$ cat config.mk
export PLATFORM = sky130hd
export DESIGN_NAME = seg_xlate
export DESIGN_NICKNAME = d
export VERILOG_FILES = /design/src/rtl/seg_xlate_pkg.sv /design/src/rtl/seg_xlate_bound.sv /design/src/rtl/seg_xlate_addr.sv /design/src/rtl/seg_xlate_ctrl.sv /design/src/rtl/seg_xlate.sv
export SDC_FILE = /design/constraint.sdc
export NUM_CORES = 1
export LEC_CHECK = 0
export ABC_AREA = 1
export BUFFER_PORTS_ARGS = -buffer_cell sky130_fd_sc_hd__buf_2
export CORE_ASPECT_RATIO = 0.5
export CORE_MARGIN = 2
export CORE_UTILIZATION = 62
export CTS_BUF_LIST = sky130_fd_sc_hd__clkbuf_8
export CTS_CLUSTER_DIAMETER = 30
export DETAILED_ROUTE_END_ITERATION = 6
export GPL_TIMING_DRIVEN = 0
export PLACE_DENSITY = 0.95
export SETUP_SLACK_MARGIN = 0.02
export SLEW_MARGIN = 10
export SYNTH_ARGS = -nofsm -noshare
export SYNTH_HDL_FRONTEND = slang
export SYNTH_SLANG_ARGS = --single-unit
$ cat constraint.sdc
create_clock -name clk -period 3.01 [get_ports clk]
set_input_delay 0.301 -clock clk [delete_from_list [all_inputs] [get_ports clk]]
set_output_delay 0.301 -clock clk [all_outputs]
set_load 0.05 [all_outputs]
$ cat src/rtl/seg_xlate_pkg.sv
package seg_xlate_pkg;

  typedef enum logic [1:0] {
    FLT_NONE = 2'b00,
    FLT_SEG  = 2'b01,
    FLT_OFF  = 2'b10
  } fault_e;

  typedef enum logic [2:0] {
    ST_IDLE,
    ST_SEGCHK,
    ST_RD_BASE,
    ST_RD_LEN,
    ST_OFFCHK
  } state_e;

endpackage

$ cat src/rtl/seg_xlate_bound.sv
// Unsigned limit comparator: over = (val >= lim)
module seg_xlate_bound #(
  parameter int VAL_W = 16,
  parameter int LIM_W = 17
) (
  input  logic [VAL_W-1:0] val,
  input  logic [LIM_W-1:0] lim,
  output logic             over
);
  localparam int W = (VAL_W > LIM_W) ? VAL_W : LIM_W;

  logic [W-1:0] val_x;
  logic [W-1:0] lim_x;

  assign val_x = W'(val);
  assign lim_x = W'(lim);
  assign over  = (val_x >= lim_x);
endmodule

$ cat src/rtl/seg_xlate_addr.sv
// Table entry address: base + segment * entry size
module seg_xlate_addr #(
  parameter int SEG_W     = 16,
  parameter int ADDR_W    = 32,
  parameter int ENT_BYTES = 8
) (
  input  logic [ADDR_W-1:0] tbl_base,
  input  logic [SEG_W-1:0]  seg,
  output logic [ADDR_W-1:0] ent_addr
);
  localparam int ENT_SHIFT = $clog2(ENT_BYTES);

  logic [ADDR_W-1:0] seg_scaled;

  assign seg_scaled = ADDR_W'(seg) << ENT_SHIFT;
  assign ent_addr   = tbl_base + seg_scaled;
endmodule

$ cat src/rtl/seg_xlate_ctrl.sv
// Sequencer: accept, segment check, two table reads, offset check, result
module seg_xlate_ctrl
  import seg_xlate_pkg::*;
#(
  parameter int SEG_W      = 16,
  parameter int OFF_W      = 16,
  parameter int ADDR_W     = 32,
  parameter int DATA_W     = 32,
  parameter int WORD_BYTES = 4
) (
  input  logic                   clk,
  input  logic                   rst,
  input  logic                   xl_valid,
  input  logic [SEG_W+OFF_W-1:0] xl_laddr,
  output logic                   xl_ready,
  output logic                   xl_done,
  output logic [1:0]             xl_fault,
  output logic [ADDR_W-1:0]      xl_paddr,
  output logic                   mem_rd_req,
  output logic [ADDR_W-1:0]      mem_rd_addr,
  input  logic                   mem_rd_ack,
  input  logic [DATA_W-1:0]      mem_rd_data,
  output logic [SEG_W-1:0]       seg_o,
  output logic [OFF_W-1:0]       off_o,
  output logic [DATA_W-1:0]      len_o,
  input  logic [ADDR_W-1:0]      ent_addr,
  input  logic                   seg_oob,
  input  logic                   off_oob
);
  state_e              state_q;
  logic [SEG_W-1:0]    seg_q;
  logic [OFF_W-1:0]    off_q;
  logic [DATA_W-1:0]   base_q;
  logic [DATA_W-1:0]   len_q;
  logic                req_q;
  logic [ADDR_W-1:0]   addr_q;
  logic                done_q;
  fault_e              fault_q;
  logic [ADDR_W-1:0]   paddr_q;

  always_ff @(posedge clk) begin
    if (rst) begin
      state_q <= ST_IDLE;
      seg_q   <= '0;
      off_q   <= '0;
      base_q  <= '0;
      len_q   <= '0;
      req_q   <= 1'b0;
      addr_q  <= '0;
      done_q  <= 1'b0;
      fault_q <= FLT_NONE;
      paddr_q <= '0;
    end else begin
      done_q <= 1'b0;
      unique case (state_q)
        ST_IDLE: begin
          if (xl_valid) begin
            seg_q   <= xl_laddr[SEG_W+OFF_W-1:OFF_W];
            off_q   <= xl_laddr[OFF_W-1:0];
            state_q <= ST_SEGCHK;
          end
        end
        ST_SEGCHK: begin
          if (seg_oob) begin
            done_q  <= 1'b1;
            fault_q <= FLT_SEG;
            paddr_q <= '0;
            state_q <= ST_IDLE;
          end else begin
            req_q   <= 1'b1;
            addr_q  <= ent_addr;
            state_q <= ST_RD_BASE;
          end
        end
        ST_RD_BASE: begin
          if (mem_rd_ack) begin
            base_q  <= mem_rd_data;
            addr_q  <= addr_q + ADDR_W'(WORD_BYTES);
            state_q <= ST_RD_LEN;
          end
        end
        ST_RD_LEN: begin
          if (mem_rd_ack) begin
            len_q   <= mem_rd_data;
            req_q   <= 1'b0;
            state_q <= ST_OFFCHK;
          end
        end
        ST_OFFCHK: begin
          done_q  <= 1'b1;
          state_q <= ST_IDLE;
          if (off_oob) begin
            fault_q <= FLT_OFF;
            paddr_q <= '0;
          end else begin
            fault_q <= FLT_NONE;
            paddr_q <= ADDR_W'(base_q) + ADDR_W'(off_q);
          end
        end
        default: state_q <= ST_IDLE;
      endcase
    end
  end

  assign xl_ready    = (state_q == ST_IDLE);
  assign xl_done     = done_q;
  assign xl_fault    = fault_q;
  assign xl_paddr    = paddr_q;
  assign mem_rd_req  = req_q;
  assign mem_rd_addr = addr_q;
  assign seg_o       = seg_q;
  assign off_o       = off_q;
  assign len_o       = len_q;
endmodule

$ cat src/rtl/seg_xlate.sv
module seg_xlate #(
  parameter int SEG_W     = 16,
  parameter int OFF_W     = 16,
  parameter int ADDR_W    = 32,
  parameter int DATA_W    = 32,
  parameter int ENT_BYTES = 8
) (
  input  logic                   clk,
  input  logic                   rst,
  input  logic [ADDR_W-1:0]      cfg_tbl_base,
  input  logic [SEG_W:0]         cfg_tbl_len,
  input  logic                   xl_valid,
  output logic                   xl_ready,
  input  logic [SEG_W+OFF_W-1:0] xl_laddr,
  output logic                   xl_done,
  output logic [1:0]             xl_fault,
  output logic [ADDR_W-1:0]      xl_paddr,
  output logic                   mem_rd_req,
  output logic [ADDR_W-1:0]      mem_rd_addr,
  input  logic                   mem_rd_ack,
  input  logic [DATA_W-1:0]      mem_rd_data
);
  localparam int WORD_BYTES = DATA_W / 8;

  logic [SEG_W-1:0]  seg;
  logic [OFF_W-1:0]  off;
  logic [DATA_W-1:0] seg_len;
  logic [ADDR_W-1:0] ent_addr;
  logic              seg_oob;
  logic              off_oob;

  seg_xlate_ctrl #(
    .SEG_W(SEG_W), .OFF_W(OFF_W), .ADDR_W(ADDR_W),
    .DATA_W(DATA_W), .WORD_BYTES(WORD_BYTES)
  ) u_ctrl (
    .clk(clk), .rst(rst),
    .xl_valid(xl_valid), .xl_laddr(xl_laddr), .xl_ready(xl_ready),
    .xl_done(xl_done), .xl_fault(xl_fault), .xl_paddr(xl_paddr),
    .mem_rd_req(mem_rd_req), .mem_rd_addr(mem_rd_addr),
    .mem_rd_ack(mem_rd_ack), .mem_rd_data(mem_rd_data),
    .seg_o(seg), .off_o(off), .len_o(seg_len),
    .ent_addr(ent_addr), .seg_oob(seg_oob), .off_oob(off_oob)
  );

  seg_xlate_addr #(
    .SEG_W(SEG_W), .ADDR_W(ADDR_W), .ENT_BYTES(ENT_BYTES)
  ) u_addr (
    .tbl_base(cfg_tbl_base), .seg(seg), .ent_addr(ent_addr)
  );

  seg_xlate_bound #(.VAL_W(SEG_W), .LIM_W(SEG_W+1)) u_seg_bound (
    .val(seg), .lim(cfg_tbl_len), .over(seg_oob)
  );

  seg_xlate_bound #(.VAL_W(OFF_W), .LIM_W(DATA_W)) u_off_bound (
    .val(off), .lim(seg_len), .over(off_oob)
  );
endmodule

# After elaboration in Yosys (flattened, before gate mapping)
# Index checks and enable logic that the tools add are counted.
dict set report totals {
  out_inout_bits 69
  elab_cells 54
  input_bits 117
  register_bits 167
}
dict set report op_classes {
  n_mux 19
  addsub 3
  order_cmp 2
  n_reduce_logical 11
  n_eq_ne 9
}
# cell count
set ops {}
lappend ops {{32-bit two-way mux} 4}
lappend ops {{32-bit case mux with 2 select lines} 2}
lappend ops {{32-bit by 16-bit adder with 32-bit output} 1}
lappend ops {{32-bit by 19-bit adder with 32-bit output} 1}
lappend ops {{32-bit by 3-bit adder with 32-bit output (second input constant)} 1}
lappend ops {{16-bit by 32-bit greater-or-equal comparator with 1-bit output} 1}
lappend ops {{16-bit by 17-bit greater-or-equal comparator with 1-bit output} 1}
lappend ops {{3-bit case mux with 4 select lines} 1}
lappend ops {{2-bit inequality test (second input constant)} 5}
lappend ops {{3-bit two-way mux} 3}
lappend ops {{3-bit AND reduction} 3}
lappend ops {{2-bit AND reduction} 4}
lappend ops {{3-bit by 2-bit == test with 1-bit output (second input constant)} 2}
lappend ops {{2-bit two-way mux} 3}
lappend ops {{2-bit nonzero test} 3}
lappend ops {{1-bit case mux with 2 select lines} 2}
lappend ops {{2-bit case mux with 2 select lines} 1}
lappend ops {{3-bit by 1-bit == test with 1-bit output (second input constant)} 1}
lappend ops {{3-bit == test (second input constant)} 1}
lappend ops {{3-bit logical NOT} 1}
lappend ops {{1-bit two-way mux} 3}

# Depth between registers and ports, before layout
dict set report logic_depth {
  ltp_word 3
  ltp_mapped 15
}

# By module
# Synthesis repeated with hierarchy kept, for this count alone.
dict set report hier_totals {
  cells_unflattened 1865
  hier_area_um2 11337.1
}
# mod cells_per_inst instances area_each_um2
set by_module_without_submodules {}
lappend by_module_without_submodules {seg_xlate_ctrl 1341 1 8629.5}
lappend by_module_without_submodules {seg_xlate_addr 354 1 1716.6}
lappend by_module_without_submodules {{seg_xlate_bound (u_off_bound)} 87 1 495.5}
lappend by_module_without_submodules {{seg_xlate_bound (u_seg_bound)} 83 1 495.5}

# Least setup slack after synthesis
# No wires, ideal clock.
dict set report synth_timing {
  path_type {register to register}
  startpoint {register u_ctrl.addr_q[3], in the netlist u_ctrl.mem_rd_addr[3]}
  endpoint {register u_ctrl.addr_q[20], in the netlist u_ctrl.mem_rd_addr[20]}
  setup_slack_ns 1.067
  stages_incl_launch_ff 12
  arrival_ns 1.873
  path_cell_list {dfxtp_1 > ha_1 > nand2_2 > inv_2 > nand3_2 > nor2_2 > nand2_1 > nor2_1 > o21ai_0 > a21oi_1 > nor2_1 > a21oi_1}
}
dict set report synth_between {
  elab_chain_cells 3
}
# item line_no
set synth_lines {}
lappend synth_lines {{start: declaration} seg_xlate_ctrl.sv:36} ;# logic [ADDR_W-1:0] addr_q;
lappend synth_lines {{start signal: assignment} seg_xlate_ctrl.sv:71} ;# addr_q <= ent_addr;
lappend synth_lines {{start signal: assignment} seg_xlate_ctrl.sv:78} ;# addr_q <= addr_q + ADDR_W'(WORD_BYTES);
lappend synth_lines {{32-bit by 3-bit adder with 32-bit output} seg_xlate_ctrl.sv:78}
lappend synth_lines {{32-bit two-way mux} seg_xlate_ctrl.sv:76} ;# if (mem_rd_ack) begin
lappend synth_lines {{32-bit case mux with 2 select lines} seg_xlate_ctrl.sv:55} ;# unique case (state_q)
# No other way between the ends. The select of a mux whose other input is x is not followed.
# A chain may end at the register's enable or synchronous reset.

# Worst setup path in the final report
dict set report layout_timing {
  startpoint {register u_ctrl.state_q[2]}
  endpoint {output xl_ready}
}
dict set report layout_between {
  elab_chain_cells 1
}
# item line_no
set layout_lines {}
lappend layout_lines {{start: declaration} seg_xlate_ctrl.sv:30} ;# state_e state_q;
lappend layout_lines {{start signal: assignment} seg_xlate_ctrl.sv:43} ;# state_q <= ST_IDLE;
lappend layout_lines {{start signal: assignment} seg_xlate_ctrl.sv:60} ;# state_q <= ST_SEGCHK;
lappend layout_lines {{start signal: assignment} seg_xlate_ctrl.sv:68} ;# state_q <= ST_IDLE;
lappend layout_lines {{3-bit logical NOT} seg_xlate_ctrl.sv:105} ;# assign xl_ready = (state_q == ST_IDLE);
lappend layout_lines {{end: declaration} seg_xlate.sv:13} ;# output logic xl_ready,
# No other way between the ends.

==> metrics.txt <==
die area 18,810 um^2; Bufs and invs on worst path 3; DP Wirelength 26,950 um; Async SR Flop Fraction 0; DRC 8; I/O pin total 186; final setup vio count 0; Clock Latency Late Sink 0.49 ns; routed wire length per instance 15.70 um; largest net degree at the start of global routing 19; DR vias 12,420; crit path capture type primary output; status complete, but fails checks; first-pass GRT wire length 54,520 um; post-synth top area share 0.3052; Synthesis Warnings 0; Die Wd 192.0 um; RD Place Congestion 1.009; Max Cap Viol 0; leading area contributor after synthesis dfxtp_1; failing checks design-rule violations; Slowest Stage Delay on Critical Path 0.37 ns; hold slack final 0.05577 ns; Antenna Violating Nets Remaining 0; row cnt 34; min Tclk post-route 2.345 ns; power per cell area 534.4 nW/um^2; Yosys cell types 46; Worst Skew 0.01881 ns; I/O Buffers 184; vias per cell 5.719; sequential share of the synthesized area 0.3052; Final Max Tran Viols 0; commonest non-fill, non-tap cell in the layout nand2_1; CTS tree yes; htree depth 4; # diodes 0; critical path type register to primary output; DIE HEIGHT 97.99 um; post-synthesis register bit count 167; Design Power 6.710 mW; post-route clock period utilization 0.7789; CP Launch Type register; Setup Total Neg Slack 0 ns; Fin. Hold Viols 0; slowest stage cell, crit path dfxtp_1; synthesized cell area 10,950 um^2; RSZ-0062 raised after global routing false; residual overflow from global routing 0; R2R setup slack 0.70 ns; Starting DRT DRC Count 1,141; WP data arrival 2.04 ns; hold buffers post-CTS 0; Post-synth EDFFs 0; Peak VDD IR 0.3759 mV; clk sinks 167; core area 17,310 um^2; area grow syn2layout 14.64%; most frequent cells in the layout 412 x nand2_1, 214 x nor2_1, 199 x buf_2, 188 x inv_1, 171 x a21oi_1; min setup slack post-route 0.6654 ns; DP Worst Slack 0.6557 ns; ranking of synthesized cells by area dfxtp_1 31%, nand2_1 14%, a21oi_1 7.8%, ha_1 7.4%, nor2_1 7.3%; Num CTS Buffers 17; CP required 2.71 ns; Syn Area/Cell 6.364 um^2; Leak 6.022 nW; antenna violations before repair 0; worst rel slew slack 0.4567; worst-path fanout max 10; gr usage total 0.3649; CP most frequent cell nor2_1; Clock Pin Slew Worst Setup and Hold Paths 0.12 ns; highest clock rate 0.4265 GHz; Max Buffers Root-to-Sink 2; CTS resizes 0; min-delay worst type primary input to register; number of nets in the layout 2,108; post-CTS setup repair buffer count 0; dominant synthesized flop cell dfxtp_1; Root Buffer clkbuf_8; vias in the first global route 11,550; initial core utilization 0.6326; CP cell instances nor2_1 -> inv_2 -> nor2_1 -> clkbuf_1 -> buf_2; final WL 34,090 um; Top Family by Delay on Critical Path buffers and inverters; Post-Syn Instances 1,721; share of cells above drive strength 1 0.1409; worst-margin pin slew 0.8149 ns; Initial DRT Pass Iterations 7; Synth Net Count 1,905
==> sequential cells by signal, summed over array words and instances, names as in the netlist <==
name	cells
u_ctrl.mem_rd_req	1
u_ctrl.base_q	32
u_ctrl.xl_fault	2
u_ctrl.xl_done	1
u_ctrl.len_o	32
u_ctrl.off_o	16
u_ctrl.state_q	3
u_ctrl.xl_paddr	32
u_ctrl.seg_o	16
u_ctrl.mem_rd_addr	32
==> area by class of cell <==
type                            instances  area (um^2)
Sequential cell                       167         3343
Timing Repair Buffer                  184        920.9
Tap cell                              234        292.8
Buffer                                 60        289.0
Multi-Input combinational cell       1300         6593
Inverter                              194        728.2
Fill cell                            1555         4757
Clock inverter                         15        156.4
Clock buffer                           17        234.0
==> worst paths after layout <==
check,start,cells past startpoint,end
max reg2reg,u_ctrl.off_o[0]$_SDFFE_PP0P_,14,u_ctrl.xl_paddr[16]$_SDFFE_PP0P_
min,cfg_tbl_base[0],3,u_ctrl.mem_rd_addr[0]$_SDFFE_PP0P_
min reg2reg,u_ctrl.xl_fault[0]$_SDFFE_PP0P_,2,u_ctrl.xl_fault[0]$_SDFFE_PP0P_
max,u_ctrl.state_q[2]$_SDFFE_PP0P_,5,xl_ready
==> through the flow <==
step / util / area [um^2] / instances
floorplan: - / 10950 / 1721
global placement: 0.7027 / 12170 / 2139
detailed placement: 0.7027 / 12170 / 2139
CTS: 0.7252 / 12560 / 2171
global route: 0.7252 / 12560 / 2171
finish: 0.7252 / 12560 / 2171
==> power breakdown <==
group	total (mW)	switching, mW	internal (mW)
clock network	1.64	1.02	0.621
logic	2.36	1.65	0.706
registers	2.71	0.273	2.43
==> cell families after synthesis <==
kind of cell,after synthesis,synth area share
compound gates,322,0.1520
simple gates,883,0.3496
flops,167,0.3052
buf+inv,254,0.09287
fa+ha+maj,67,0.07791
xor+xnor,28,0.02239
==> Yosys cell counts (2+ instances only) <==
cell,count
nand2_1,412
nor2_1,214
inv_1,188
a21oi_1,171
dfxtp_1,167
nand3_1,141
o21ai_0,126
ha_1,65
nand4_1,37
clkbuf_1,36
nor3_1,27
xor2_1,20
buf_2,15
nand3b_1,15
xnor2_1,8
o21ai_1,7
nand2_2,6
nor2_2,6
nor4_1,6
o21bai_1,6
buf_6,5
inv_2,5
or2_2,4
nand3_2,3
nor3_2,3
a21o_1,2
and3_1,2
buf_1,2
buf_4,2
fa_1,2
nor2_4,2
o211ai_1,2
==> worst register-to-register path, delay by kind of cell, from the launching register on <==
kind	cells	cell delay [ns]
AND/OR/NAND/NOR	9	0.94
adder cells (fa/ha/maj)	2	0.63
flip-flops	1	0.37
buffers and inverters	2	0.17
AO/OA/AOI/OAI	1	0.14
==> routing by layer <==
metal,vias to the layer above,routed length [um],GRT usage
met5,-,0,0
met4,0,1370,0.1638
met3,124,3181,0.07477
met2,599,15470,0.6121
met1,5638,14070,0.4547
li1,6056,-,-
No activity file was read; power rests on OpenSTA's default activity.
